`src/rtl/trap_stack_pkg.sv`:
```
package trap_stack_pkg;

  typedef struct packed {
    logic sm;
    logic ie;
    logic cond;
  } stat_t;

  typedef enum logic [2:0] {
    SEL_NONE,
    SEL_CR0,
    SEL_CR8,
    SEL_BPC,
    SEL_BBPC
  } rsel_t;

  typedef struct packed {
    logic  doTrap;
    logic  doRte;
    logic  wrCr0;
    logic  wrCr8;
    logic  wrBpc;
    logic  wrBbpc;
    rsel_t rdSel;
  } strobe_t;

  localparam int SM_BIT   = 7;
  localparam int IE_BIT   = 6;
  localparam int COND_BIT = 0;
  localparam int BAK_OFS  = 8;

endpackage

```
`src/rtl/trap_stack_ctrl.sv`:
```
module trap_stack_ctrl
  import trap_stack_pkg::*;
#(
  parameter int AW        = 4,
  parameter int ADDR_CR0  = 0,
  parameter int ADDR_CR8  = 8,
  parameter int ADDR_BPC  = 6,
  parameter int ADDR_BBPC = 9
) (
  input  logic          ctlWrEn,
  input  logic [AW-1:0] ctlAddr,
  input  logic          trapValid,
  input  logic          rteValid,
  output strobe_t       strobes
);

  logic hitCr0, hitCr8, hitBpc, hitBbpc, wrAllowed;

  always_comb begin
    hitCr0    = (ctlAddr == AW'(ADDR_CR0));
    hitCr8    = (ctlAddr == AW'(ADDR_CR8));
    hitBpc    = (ctlAddr == AW'(ADDR_BPC));
    hitBbpc   = (ctlAddr == AW'(ADDR_BBPC));
    // trap beats return beats write
    wrAllowed = ctlWrEn && !trapValid && !rteValid;

    strobes.doTrap = trapValid;
    strobes.doRte  = rteValid && !trapValid;
    strobes.wrCr0  = wrAllowed && hitCr0;
    strobes.wrCr8  = wrAllowed && hitCr8;
    strobes.wrBpc  = wrAllowed && hitBpc;
    strobes.wrBbpc = wrAllowed && hitBbpc;

    if (hitCr0)       strobes.rdSel = SEL_CR0;
    else if (hitCr8)  strobes.rdSel = SEL_CR8;
    else if (hitBpc)  strobes.rdSel = SEL_BPC;
    else if (hitBbpc) strobes.rdSel = SEL_BBPC;
    else              strobes.rdSel = SEL_NONE;
  end

endmodule

```
`src/rtl/trap_stack_dp.sv`:
```
module trap_stack_dp
  import trap_stack_pkg::*;
#(
  parameter int             XLEN     = 32,
  parameter int             NUMW     = 4,
  parameter logic [XLEN-1:0] VEC_BASE = 'h40,
  parameter int             PC_STEP  = 4
) (
  input  logic            clk,
  input  logic            rstN,
  input  strobe_t         strobes,
  input  logic [XLEN-1:0] ctlWrData,
  input  logic [NUMW-1:0] trapNum,
  input  logic [XLEN-1:0] trapPc,
  output logic [XLEN-1:0] ctlRdData,
  output logic            redirValid,
  output logic [XLEN-1:0] redirPc,
  output stat_t           liveSt,
  output stat_t           bakSt,
  output stat_t           deepSt,
  output logic [XLEN-1:0] bpcVal,
  output logic [XLEN-1:0] bbpcVal
);

  localparam int RECW = BAK_OFS;

  stat_t           liveQ, bakQ, deepQ;
  logic [XLEN-1:0] bpcQ, bbpcQ;

  function automatic logic [RECW-1:0] packStat(input stat_t s);
    logic [RECW-1:0] v;
    v           = '0;
    v[SM_BIT]   = s.sm;
    v[IE_BIT]   = s.ie;
    v[COND_BIT] = s.cond;
    return v;
  endfunction

  function automatic stat_t unpackStat(input logic [RECW-1:0] v);
    stat_t s;
    s.sm   = v[SM_BIT];
    s.ie   = v[IE_BIT];
    s.cond = v[COND_BIT];
    return s;
  endfunction

  always_ff @(posedge clk or negedge rstN) begin
    if (!rstN) begin
      liveQ <= '0;
      bakQ  <= '0;
      deepQ <= '0;
      bpcQ  <= '0;
      bbpcQ <= '0;
    end else if (strobes.doTrap) begin
      deepQ <= bakQ;
      bakQ  <= liveQ;
      liveQ <= '{sm: liveQ.sm, ie: 1'b0, cond: 1'b0};
      bbpcQ <= bpcQ;
      bpcQ  <= trapPc + XLEN'(PC_STEP);
    end else if (strobes.doRte) begin
      liveQ <= bakQ;
      bakQ  <= deepQ;
    end else begin
      if (strobes.wrCr0) begin
        liveQ <= unpackStat(ctlWrData[RECW-1:0]);
        bakQ  <= unpackStat(ctlWrData[2*RECW-1:RECW]);
      end
      if (strobes.wrCr8)  deepQ <= unpackStat(ctlWrData[RECW-1:0]);
      if (strobes.wrBpc)  bpcQ  <= ctlWrData;
      if (strobes.wrBbpc) bbpcQ <= ctlWrData;
    end
  end

  always_comb begin
    unique case (strobes.rdSel)
      SEL_CR0:  ctlRdData = XLEN'({packStat(bakQ), packStat(liveQ)});
      SEL_CR8:  ctlRdData = XLEN'(packStat(deepQ));
      SEL_BPC:  ctlRdData = bpcQ;
      SEL_BBPC: ctlRdData = bbpcQ;
      default:  ctlRdData = '0;
    endcase
  end

  always_comb begin
    redirValid = strobes.doTrap || strobes.doRte;
    if (strobes.doTrap)
      redirPc = VEC_BASE + XLEN'({trapNum, 2'b00});
    else if (strobes.doRte)
      redirPc = {bpcQ[XLEN-1:2], 2'b00};
    else
      redirPc = '0;
  end

  assign liveSt  = liveQ;
  assign bakSt   = bakQ;
  assign deepSt  = deepQ;
  assign bpcVal  = bpcQ;
  assign bbpcVal = bbpcQ;

endmodule

```
`src/rtl/trap_stack_unit.sv`:
```
module trap_stack_unit
  import trap_stack_pkg::*;
#(
  parameter int XLEN = 32,
  parameter int NUMW = 4,
  parameter int AW   = 4
) (
  input  logic            clk,
  input  logic            rstN,
  input  logic            ctlWrEn,
  input  logic [AW-1:0]   ctlAddr,
  input  logic [XLEN-1:0] ctlWrData,
  output logic [XLEN-1:0] ctlRdData,
  input  logic            trapValid,
  input  logic [NUMW-1:0] trapNum,
  input  logic [XLEN-1:0] trapPc,
  input  logic            rteValid,
  output logic            redirValid,
  output logic [XLEN-1:0] redirPc
);

  strobe_t         strobes;
  stat_t           liveSt, bakSt, deepSt;
  logic [XLEN-1:0] bpcVal, bbpcVal;

  trap_stack_ctrl #(.AW(AW)) uCtrl (
    .ctlWrEn  (ctlWrEn),
    .ctlAddr  (ctlAddr),
    .trapValid(trapValid),
    .rteValid (rteValid),
    .strobes  (strobes)
  );

  trap_stack_dp #(.XLEN(XLEN), .NUMW(NUMW)) uDp (
    .clk       (clk),
    .rstN      (rstN),
    .strobes   (strobes),
    .ctlWrData (ctlWrData),
    .trapNum   (trapNum),
    .trapPc    (trapPc),
    .ctlRdData (ctlRdData),
    .redirValid(redirValid),
    .redirPc   (redirPc),
    .liveSt    (liveSt),
    .bakSt     (bakSt),
    .deepSt    (deepSt),
    .bpcVal    (bpcVal),
    .bbpcVal   (bbpcVal)
  );

endmodule

```
`config.mk`:
```
export PLATFORM = sky130hd
export DESIGN_NAME = trap_stack_unit
export DESIGN_NICKNAME = d
export VERILOG_FILES = /design/src/rtl/trap_stack_pkg.sv /design/src/rtl/trap_stack_ctrl.sv /design/src/rtl/trap_stack_dp.sv /design/src/rtl/trap_stack_unit.sv
export SDC_FILE = /design/constraint.sdc
export NUM_CORES = 1
export LEC_CHECK = 0
export ABC_AREA = 1
export CAP_MARGIN = 15
export CORE_MARGIN = 3
export CORE_UTILIZATION = 45
export CTS_BUF_LIST = sky130_fd_sc_hd__clkbuf_4 sky130_fd_sc_hd__clkbuf_8
export DETAILED_ROUTE_END_ITERATION = 8
export HOLD_SLACK_MARGIN = 0.15
export PLACE_DENSITY = 0.8
export SLEW_MARGIN = 25
export SYNTH_ARGS = -nofsm -noshare
export SYNTH_HDL_FRONTEND = slang
export SYNTH_SLANG_ARGS = --single-unit
```
`constraint.sdc`:
```
create_clock -name clk -period 1 [get_ports clk]
set_clock_uncertainty 0.1 [all_clocks]
set_input_delay 0.1 -clock clk [delete_from_list [all_inputs] [get_ports clk]]
set_output_delay 0.1 -clock clk [all_outputs]
set_load 0.005 [all_outputs]
```
## Word level (Yosys, flattened, before mapping)

Cells that the tools add are included.
Widths: inputs -> output; s select.

| storage, ports and cells | value |
|---|---|
| bits in registers | 73 |
| output and inout port bits | 65 |
| word-level logic and storage cells | 64 |
| input port bits | 77 |

| operators by class | value |
|---|---|
| $add $sub $neg | 2 |
| equality and inequality tests | 8 |
| reductions and logical operators | 20 |
| muxes and demuxes | 22 |
| bitwise operators | 1 |

Operator list:

| cell | number |
|---|---|
| $mux 32 | 8 |
| $pmux 32 s4 | 1 |
| $mux 3 | 12 |
| $add 32x3->32 const B | 1 |
| $add 7x6->8 const A | 1 |
| $eq 4x4->1 const B | 2 |
| $reduce_and 2->1 | 4 |
| $reduce_bool 2->1 | 4 |
| $logic_and 1x1->1 | 7 |
| $eq 3x2->1 const B | 2 |
| $eq 4x3->1 const B | 1 |
| $logic_not 4->1 | 1 |
| $eq 3x1->1 const B | 1 |
| $eq 3x3->1 const B | 1 |
| $reduce_bool 3->1 | 1 |
| $logic_not 1->1 | 2 |
| $mux 2 | 1 |
| $ne 2x2->1 const B | 1 |
| $logic_or 1x1->1 | 1 |
| $not 1->1 | 1 |

## Longest topological paths before layout

| logic depth | value |
|---|---|
| word-level depth | 7 |
| mapped depth | 9 |
| gate-level depth less buffers | 9 |

## By module

Synthesis repeated with hierarchy kept, for this count alone.

| unflattened totals | value |
|---|---|
| cells, all modules | 716 |
| area, all modules | 4,974.8 um^2 |

By module, submodules not included:

| module | cells an instance | seq. area each (um^2) | area an instance (um^2) | instances |
|---|---|---|---|---|
| trap_stack_dp | 692 | 1,826.8 | 4,868.4 | 1 |
| trap_stack_ctrl | 24 | 0.0 | 106.4 | 1 |

## Worst setup path before layout

No wires, ideal clock.

| path | value |
|---|---|
| path type | input -> register |
| start point | input trapPc[2] |
| end point | register uDp.bpcQ[28], in the netlist uDp.bpcVal[28] |
| library setup time | 77 ps |
| arrival | 1,039 ps |
| setup slack | -216 ps |
| data required time | 823 ps |
| path buffers | 0 |
| cell stages on the path | 9 |
| cells stage by stage | ha_1 nand2_1 nor2_2 nand2_2 nor2_2 nand2_1 nand2_1 nand3_1 a21oi_1 |

| between the ends | value |
|---|---|
| longest elaborated chain between the ends | 2 |

Ends and longest elaborated chain:

| item | line | source |
|---|---|---|
| start, declared | trap_stack_unit.sv:16 | `input logic [XLEN-1:0] trapPc,` |
| $add 32x3->32 | trap_stack_dp.sv:59 | `bpcQ <= trapPc + XLEN'(PC_STEP);` |
| $mux 32 | trap_stack_dp.sv:54 | `end else if (strobes.doTrap) begin` |
| end signal, assigned | trap_stack_dp.sv:59 |  |
| end signal, assigned | trap_stack_dp.sv:69 | `if (strobes.wrBpc) bpcQ <= ctlWrData;` |
| end, declared | trap_stack_dp.sv:28 | `logic [XLEN-1:0] bpcQ, bbpcQ;` |

Every way passes these cells.
A chain may end at the register's enable or synchronous reset.

## Worst setup path in the final report

| path | value |
|---|---|
| start point | register uDp.bpcQ[15], in the netlist uDp.bpcVal[15] |
| end point | output ctlRdData[15] |

| between the ends | value |
|---|---|
| longest elaborated chain between the ends | 1 |

Ends and longest elaborated chain:

| item | line | source |
|---|---|---|
| $pmux 32 s4 | trap_stack_dp.sv:75 | `unique case (strobes.rdSel)` |
| end, declared | trap_stack_unit.sv:13 | `output logic [XLEN-1:0] ctlRdData,` |

Every way passes these cells.

==> metrics.md <==
| Metric | Value |
|---|---|
| Outcome | `finished with violations` |
| Violated checks | `design-rule violations, negative setup slack` |
| Power per cell area | `1100 nW/um2` |
| Area Overhead vs Synth | `96.7%` |
| Clock Latency Late Sink | `0.39 ns` |
| Fill cells | `363` |
| Setup violators final | `135` |
| Pin count of the biggest net entering global routing | `74` |
| Post-route cell area | `9450 um2` |
| CP cell instances | `inv_2 > o211ai_1 > buf_2` |
| Worst path depth | `3` |
| Crit start category | `flip-flop` |
| Synth async-reset ratio | `1.00` |
| Synth warn | `0` |
| Final min period | `1.51 ns` |
| Synthesized cell area | `4800 um2` |
| CTS root buf | `clkbuf_8` |
| FF/Latch Area | `1830 um2` |
| Max cap viols | `0` |
| Max Root-Sink Buffers | `2` |
| Final Power | `10.4 mW` |
| Dpl ws | `-1.09 ns` |
| FF-to-FF path depth | `3` |
| Remaining antenna violation count after routing | `0` |
| CP max stage delay | `0.37 ns` |
| Unrepaired setup endpoints after global routing | `true` |
| Register area share after synthesis | `0.380` |
| Library cells used by synthesis | `36` |
| Final Max Tran Viols | `0` |
| Final setup margin | `-0.510 ns` |
| Post-synth EDFFs | `0` |
| Leakage | `4.48 nW` |
| WP data arrival | `1.31 ns` |
| PortBufs | `139` |
| Cells after Synth | `713` |
| Post-layout nets | `1108` |
| HPWL after DPL | `13.2 mm` |
| Die Y | `109 um` |
| Sink Count | `73` |
| Vias | `7838` |
| Hold Vio Cnt, Final | `0` |
| Initial Util | `0.463` |
| Setup_tns | `-32.35 ns` |
| Synthesized area per cell | `6.74 um2` |
| Worst min path class | `in2reg` |
| CTS tree | `done` |
| Initial antenna violation count | `0` |
| Synth top area cells | `dfrtp_1 (38%), nand2_1 (16%), nor2_1 (8.1%)` |
| Top-Level Pins | `142` |
| Maximum vdd drop | `1.13 mV` |
| Vias in the first global route | `6618` |
| DR DRC count | `3` |
| # diodes | `0` |
| Row count | `37` |
| Slowest-stage cell, CP | `dfrtp_1` |
| Crit end category | `output pin` |
| Worst relative slew slack | `0.644` |
| Area of the die | `12000 um2` |
| Yosys top cell area share | `0.380` |
| Total track usage | `0.373` |
| Synth Register Bits | `73` |
| Avg WL per Cell | `26.7 um` |
| Area of the core | `10400 um2` |
| WP buf/inv | `2` |
| First-pass GRT wire length | `34.4 mm` |
| Via/cell ratio | `6.69` |
| WL final | `31.3 mm` |
| Layout cell share with drive strength beyond 1 | `0.602` |
| Post-synth top flop | `dfrtp_1` |
| Area of the multi-input gates | `3890 um2` |
| Hold depth | `4` |
| Die Wd | `109 um` |
| Worst-path clk slew | `0.09 ns` |
| Critical path's top delay family | `flip-flops` |
| DRT iter0 DRCs | `1240` |
| Placed cell areas | `7140 um2` |
| Setup CP Type | `reg2out` |
| Total CTS buffers | `9` |
| Worst slew pin tran | `0.528 ns` |
| Achievable clock frequency | `662 MHz` |
| DRT Pass-1 Iters | `9` |
| CP Max Fanout | `3` |
| H-tree levels | `3` |
| Leading area contributor after synthesis | `dfrtp_1` |
| Routability cong. | `0.958` |
| Crit path required time | `0.80 ns` |
| Gr ovfl total | `0` |
| Final period util | `1.51` |
| Hold WS | `0.0297 ns` |
[cell type report]
class / instances / area share
Sequential cell: 73 / 0.193
Clock inverter: 5 / 0.00821
Inverter: 82 / 0.0381
Timing Repair Buffer: 331 / 0.305
Clock buffer: 11 / 0.0160
Timing Repair inverter: 7 / 0.0103
Multi-Input combinational cell: 526 / 0.411
Tap cell: 136 / 0.0180
[tightest hold or removal path, cell delays in order]
cell	delay (ns)
buf_8	0.08
ha_4	0.12
nand2_1	0.06
o211ai_1	0.10
[layer usage]
layer / GRT usage / up-vias / wire (um)
met5: 0 / - / 0
met4: 0.191 / 0 / 3460
met3: 0.0728 / 402 / 4570
met2: 0.633 / 898 / 13400
met1: 0.449 / 3560 / 9810
li1: - / 2978 / -
[through the flow]
step / instances / utilization
floorplan: 714 / -
global placement: 1064 / 0.688
global route: 1171 / 0.911
CTS: 1145 / 0.798
detailed placement: 1064 / 0.688
finish: 1171 / 0.911
[logic make-up after synthesis]
group / Yosys count / share of synthesized area
AOI/OAI and AO/OA: 149 / 0.190
xor gates and xnor gates: 3 / 0.00547
adders and majority gates: 1 / 0.00260
buffers and inverters: 116 / 0.102
DFF: 73 / 0.380
other: 1 / 0.000781
and+or+nand+nor: 370 / 0.319
[where the power goes]
part	internal (mW)	total, mW	switching [mW]
Clock	1.53	2.89	1.35
Combinational	1.72	3.84	2.11
Sequential	3.29	3.70	0.406
[path summary, 6_finish.rpt]
kind	slack, ns	from	end
max	-0.51	uDp.bpcVal[15]	ctlRdData[15]
min	0.03	trapPc[2]	uDp.bpcVal[3]
max reg2reg	-0.35	uDp.bpcVal[29]	uDp.bbpcVal[29]
min reg2reg	0.44	uDp.bbpcVal[25]	uDp.bbpcVal[25]
max in group asynchronous	0.29	rstN	uDp.bbpcVal[18]
min in group asynchronous	0.16	rstN	uDp.liveSt[2]
[flip-flops by register name, indices dropped and copies added (netlist names)]
name and cells:
uDp.bakSt 3, uDp.bbpcVal 32, uDp.bpcVal 32, uDp.deepSt 3
uDp.liveSt 3
[layout by cell type (no fill, tap or decap), drive strengths merged, types with 5 or more instances in the layout]
cell type      instances
clkinv                 5
o221ai                21
nand2                210
clkbuf                22
inv                   86
buf                  269
nand3                 42
dfrtp                 73
clkdlybuf4s50         39
o21ai                 61
a21oi                 31
o211ai                17
nor2                 112
o21bai                 6
[Yosys cell counts (5+ instances only)]
cell type  instances
a21oi_1           31
buf_2             13
clkbuf_1          12
dfrtp_1           73
inv_1             79
nand2_1          204
nand3_1           42
nor2_1           104
nor2_4             5
o211ai_1          17
o21ai_0           48
o21ai_1           13
o21bai_1           6
o221ai_1          21
[repair_timing]
action,in CTS,in global routing
pin swaps,102,79
endpoints found under the hold margin,76,4
setup endpoints to repair,136,135
setup buffers,57,47
gates resized for setup,571,327
gates cloned,12,3
hold buffers,3,1
Note: power is estimated with default switching activity, not from simulation.
